**config.mk**
```make
export PLATFORM = sky130hd
export DESIGN_NAME = clkout_gen
export DESIGN_NICKNAME = d
export VERILOG_FILES = /design/src/rtl/clkout_pkg.sv /design/src/rtl/clkout_cfg_reg.sv /design/src/rtl/clkout_phase_gen.sv /design/src/rtl/clkout_gen.sv
export SDC_FILE = /design/constraint.sdc
export NUM_CORES = 1
export LEC_CHECK = 0
export BUFFER_PORTS_ARGS = -buffer_cell sky130_fd_sc_hd__buf_4
export CELL_PAD_IN_SITES_DETAIL_PLACEMENT = 0
export CELL_PAD_IN_SITES_GLOBAL_PLACEMENT = 1
export CORE_UTILIZATION = 39
export CTS_CLUSTER_SIZE = 8
export DETAILED_ROUTE_END_ITERATION = 6
export GPL_TIMING_DRIVEN = 0
export PLACE_DENSITY_LB_ADDON = 0.1
export SKIP_LAST_GASP = 1
export SYNTH_ARGS = -nofsm -noshare
export SYNTH_HDL_FRONTEND = slang
export SYNTH_SLANG_ARGS = --single-unit
```
**constraint.sdc**
```tcl
create_clock -name clk -period 4.42 [get_ports clk]
set_input_delay 0 -clock clk [delete_from_list [all_inputs] [get_ports clk]]
set_output_delay 0 -clock clk [all_outputs]
set_load 0.005 [all_outputs]
```
**src/rtl/clkout_pkg.sv**
```systemverilog
package clkout_pkg;

    localparam int REG_W   = 8;
    localparam int SEL_W   = 3;
    localparam int RUN_POS = 4;

    typedef struct packed {
        logic             run;
        logic [SEL_W-1:0] ratio;
    } ck_cfg_t;

    typedef enum logic [1:0] {
        PH_IDLE = 2'd0,
        PH_LOW  = 2'd1,
        PH_HIGH = 2'd2
    } ck_phase_t;

    function automatic logic cfg_toggles(input ck_cfg_t c);
        return c.run && (c.ratio != '0);
    endfunction

    function automatic logic [REG_W-1:0] cfg_to_word(input ck_cfg_t c);
        logic [REG_W-1:0] w;
        w = '0;
        w[RUN_POS]     = c.run;
        w[SEL_W-1:0]   = c.ratio;
        return w;
    endfunction

    function automatic ck_cfg_t word_to_cfg(input logic [REG_W-1:0] w);
        ck_cfg_t c;
        c.run   = w[RUN_POS];
        c.ratio = w[SEL_W-1:0];
        return c;
    endfunction

endpackage

```
**src/rtl/clkout_cfg_reg.sv**
```systemverilog
module clkout_cfg_reg
    import clkout_pkg::*;
(
    input  logic             clk,
    input  logic             rst,
    input  logic             wr_en,
    input  logic [REG_W-1:0] wr_data,
    output logic [REG_W-1:0] rd_data,
    output ck_cfg_t          cfg
);

    ck_cfg_t cfg_q;

    always_ff @(posedge clk) begin
        if (rst) begin
            cfg_q <= '0;
        end else if (wr_en) begin
            cfg_q <= word_to_cfg(wr_data);
        end
    end

    assign cfg     = cfg_q;
    assign rd_data = cfg_to_word(cfg_q);

    // reset clears the stored configuration
    p_reset_clear_r1: assert property (@(posedge clk)
        rst |=> (cfg_q == '0));

    // a write lands in the configuration fields
    p_write_store_r2: assert property (@(posedge clk) disable iff (rst)
        wr_en |=> (cfg_q.run == $past(wr_data[RUN_POS]))
               && (cfg_q.ratio == $past(wr_data[SEL_W-1:0])));

endmodule

```
**src/rtl/clkout_phase_gen.sv**
```systemverilog
module clkout_phase_gen
    import clkout_pkg::*;
(
    input  logic    clk,
    input  logic    rst,
    input  ck_cfg_t cfg,
    output logic    clk_out,
    output logic    clk_oe
);

    ck_cfg_t          act_q;
    ck_phase_t        phase_q;
    logic [SEL_W-1:0] cnt_q;
    logic             out_q;

    logic             at_end;
    assign at_end = (cnt_q == act_q.ratio);

    always_ff @(posedge clk) begin
        if (rst) begin
            act_q   <= '0;
            phase_q <= PH_IDLE;
            cnt_q   <= '0;
            out_q   <= 1'b0;
        end else begin
            unique case (phase_q)
                PH_IDLE: begin
                    act_q <= cfg;
                    out_q <= 1'b0;
                    if (cfg_toggles(cfg)) begin
                        phase_q <= PH_LOW;
                        cnt_q   <= SEL_W'(1);
                    end else begin
                        cnt_q   <= '0;
                    end
                end
                PH_LOW: begin
                    if (at_end) begin
                        act_q <= cfg;
                        if (cfg_toggles(cfg)) begin
                            phase_q <= PH_HIGH;
                            out_q   <= 1'b1;
                            cnt_q   <= SEL_W'(1);
                        end else begin
                            phase_q <= PH_IDLE;
                            out_q   <= 1'b0;
                            cnt_q   <= '0;
                        end
                    end else begin
                        cnt_q <= cnt_q + 1'b1;
                    end
                end
                PH_HIGH: begin
                    if (at_end) begin
                        phase_q <= PH_LOW;
                        out_q   <= 1'b0;
                        cnt_q   <= SEL_W'(1);
                    end else begin
                        cnt_q <= cnt_q + 1'b1;
                    end
                end
                default: begin
                    phase_q <= PH_IDLE;
                    out_q   <= 1'b0;
                    cnt_q   <= '0;
                end
            endcase
        end
    end

    assign clk_out = out_q;
    assign clk_oe  = act_q.run;

    // pin data is low whenever the enable is released
    p_off_low_r7: assert property (@(posedge clk) disable iff (rst)
        !clk_oe |-> !clk_out);

    // a zero ratio never drives the pin high
    p_zero_ratio_low_r6: assert property (@(posedge clk) disable iff (rst)
        (act_q.ratio == '0) |-> !out_q);

    // the phase counter stays within 1..N while toggling
    p_cnt_bound_r5: assert property (@(posedge clk) disable iff (rst)
        (phase_q != PH_IDLE) |-> ((cnt_q != '0) && (cnt_q <= act_q.ratio)));

    // the active configuration is frozen during a high phase
    p_hold_in_high_r8: assert property (@(posedge clk) disable iff (rst)
        (phase_q == PH_HIGH) |=> (act_q == $past(act_q)));

    // a rising edge only follows a full low count
    p_rise_full_low_r4: assert property (@(posedge clk) disable iff (rst)
        $rose(out_q) |-> ($past(cnt_q) == $past(act_q.ratio)));

endmodule

```
**src/rtl/clkout_gen.sv**
```systemverilog
module clkout_gen
    import clkout_pkg::*;
(
    input  logic             clk,
    input  logic             rst,
    input  logic             wr_en,
    input  logic [REG_W-1:0] wr_data,
    output logic [REG_W-1:0] rd_data,
    output logic             clk_out,
    output logic             clk_oe
);

    ck_cfg_t cfg;

    clkout_cfg_reg u_reg (
        .clk     (clk),
        .rst     (rst),
        .wr_en   (wr_en),
        .wr_data (wr_data),
        .rd_data (rd_data),
        .cfg     (cfg)
    );

    clkout_phase_gen u_gen (
        .clk     (clk),
        .rst     (rst),
        .cfg     (cfg),
        .clk_out (clk_out),
        .clk_oe  (clk_oe)
    );

    // reserved register bits never read as 1
    p_reserved_zero_r3: assert property (@(posedge clk) disable iff (rst)
        $past(wr_en) |-> (rd_data[7:5] == 3'b000) && (rd_data[3] == 1'b0));

endmodule

```
==> impl_metrics.toml <==
[synthesis]
netlist.area_leader.share_pct = 39.5
synthTopCellsByArea = "dfxtp_1, mux2i_1, xor2_2"
yosys_warnings = 0
ys_ff_latch = 14
yosysSeqAreaShare_pct = 39.5
yosysMostFrequentCell = "dfxtp_1"
ys_types = 26
synth_common_cells = "dfxtp_1, nor2_1, mux2i_1"
synth_area_sq_um = 709
async_flop_share_pct = 0
synth_edf_count = 0
postSynthCellCount = 68
synth-main-ff-cell = "dfxtp_1"
syn_area_per_cell_sq_um = 10.4
synth_top_cell_by_area = "dfxtp_1"

[worst_setup_path]
worstPathArrival_ns = 1.87
required_ns = 4.62
r2r_cells = 4
crit_buf_inv = 0
crit_path_start_kind = "flop"
cp-end-kind = "flop"
crit_path_max_incr_delay_ns = 0.43
reg2reg_slack_ns = 2.75
path_max_fanout = 10
crit_chain = "xor2_2 -> nor3_4 -> mux2_4 -> a221oi_2"
critPathTopFamily = "flip-flops"
crit_type = "reg2reg"
reg2reg_from = "u_gen.cnt_q[0]"
r2r_end = "u_gen.cnt_q[0]"
cp_slowest_cell = "dfxtp_1"

[power_and_ir_drop]
p_total_uw = 271
power.density_nw_per_um2 = 294
p_leak_uw = 0.000441
ir_drop_v = 0.000182

[layout]
num_antenna_cells = 0
finalNetCount = 104
stdcell_count = 116
area_growth_pct = 29.8
drive_above_1_share_pct = 29.7

[sta]
grt_setup_unrepaired = "false"
tightest_slew_ns = 0.587
fin_crit_sh_pct = 37.8
min_period_ns = 1.67
hold_viol_final = 0
fmax_mhz = 599
skew_ns = 0.000808
setup_viol = 0
relSlewSlack_pct = 60.5
hold_slack_ns = 0.134
tns_ns = 0
slew_viol_final = 0

[drt]
via_per_inst = 4.53
drt_iter0_markers = 3
wirelength_mm = 1.24
firstDrtPassIters = 4
wl_per_cell_um = 10.7
drtAntennaViolNets = 0
drc = 0
route.vias.total = 526

[clocking]
ctsResizeCount = 0
cts_buffer_depth = 2
cts-htree-levels = 1
cts-root-buf = "clkbuf_4"
numCtsBuffers = 3
clock_sinks = 14
postCtsSetupRepairBufs = 0
cts.reportedPaths.clkPinSlew_ns = 0.09
cts_tree = "yes"
clk_latency_ns = 0.27
postCtsHoldBufs = 5

[placement]
io_buffers = 11
gp_congestion = 0.668
post-place-cells = 107
hpwlAfterDp_um = 913

[die]
fp.dieArea_sq_um = 1990
coreArea_sq_um = 1710
placement_rows = 15
die_x_um = 44.7
ios = 21
dieHeight_um = 44.7
initial_utilization_pct = 41.5

[status]
run_status = "completed"

[flow_run]
drv_cap = 0

[global_route]
antenna_found_initial = 0
grt_overflow_total = 0
grt_max_degree = 11
grt_pass1_vias = 464
grt_usage_pct = 14.8
grt_pass1_wl_mm = 2.04

[min_path]
holdPathEnd = "u_reg.cfg[2]"
min_path_type = "in2reg"
min_from = "wr_en"
min_path_cells = 3
where the power goes:
group / switching, uW / total, uW / internal (uW)
registers: 5.55 / 136 / 131
clock network: 41.6 / 91.6 / 50.1
logic: 18.8 / 42.5 / 23.7
tightest hold or removal path, delay by kind of cell:
kind          cells  cell delay [ns]
buf+inv           1             0.16
mux               1             0.15
simple gates      1             0.07
per-stage QoR:
stage | utilization (%) | setup slack, ns | instance area (sq um)
6_report | 53.9 | 2.75 | 921
5_1_grt | 53.9 | 2.63 | 921
4_1_cts | 53.9 | 2.75 | 921
3_5_place_dp | 48.9 | 2.77 | 835
3_3_place_gp | 48.9 | 2.78 | 835
2_1_floorplan | - | 2.91 | 721
cells by family after synthesis:
family          Yosys count  synth area share (%)
fa+ha+maj                 1                  1.76
mux                      10                  15.0
flops                    14                  39.5
xor+xnor                  4                  8.11
buf+inv                   8                  6.35
compound gates            9                  13.6
other cells               1                 0.529
simple gates             21                  15.2
worst max path at each step:
| stage | start | slack, ns | end | depth (start not counted) |
|---|---|---|---|---|
| 3_5_place_dp | u_gen.cnt_q[0] | 2.77 | u_gen.cnt_q[0] | 4 |
| 2_1_floorplan | u_gen.act_q[0] | 2.91 | u_gen.cnt_q[0] | 4 |
| 3_3_place_gp | u_gen.cnt_q[0] | 2.78 | u_gen.cnt_q[0] | 4 |
| 5_1_grt | u_gen.cnt_q[0] | 2.63 | u_gen.cnt_q[0] | 4 |
| 4_1_cts | u_gen.cnt_q[0] | 2.75 | u_gen.cnt_q[0] | 4 |
| 6_report | u_gen.cnt_q[0] | 2.75 | u_gen.cnt_q[0] | 4 |
final cells by class:
class / instances / area (sq um)
fillers: 169 / 787
multi-input cells: 49 / 395
flip-flops and latches: 14 / 280
repair buffers: 16 / 133
plain buffers: 6 / 37.5
clock buffers: 4 / 36.3
well taps: 25 / 31.3
inverters: 2 / 7.51
state kept, by name, indices dropped and copies added, names as in the netlist:
register	cells
u_gen.cnt_q	3
u_reg.cfg	4
u_gen.clk_out	1
u_gen.clk_oe	1
u_gen.phase_q	2
u_gen.act_q	3
metal layers:
layer  vias to the layer above  wire length [um]  track usage, %
met2                        13               552            20.6
met3                         2                39            3.67
met1                       241               638            20.3
met5                         -                 0               0
met4                         0                12            9.09
li1                        270                 -               -
cells in the final DEF (no fill, tap or decap), types with 2 or more instances in the layout:
cell and n:
mux2i_1 8, a2111oi_0 2, dlygate4sd3_1 5, buf_4 15, nor2_1 11, conb_1 4, clkbuf_4 3, nor3_1 3
clkbuf_1 2, xor2_2 3, nand2b_1 3, dfxtp_1 14, inv_1 2
Power figures use the tool's default switching activity.
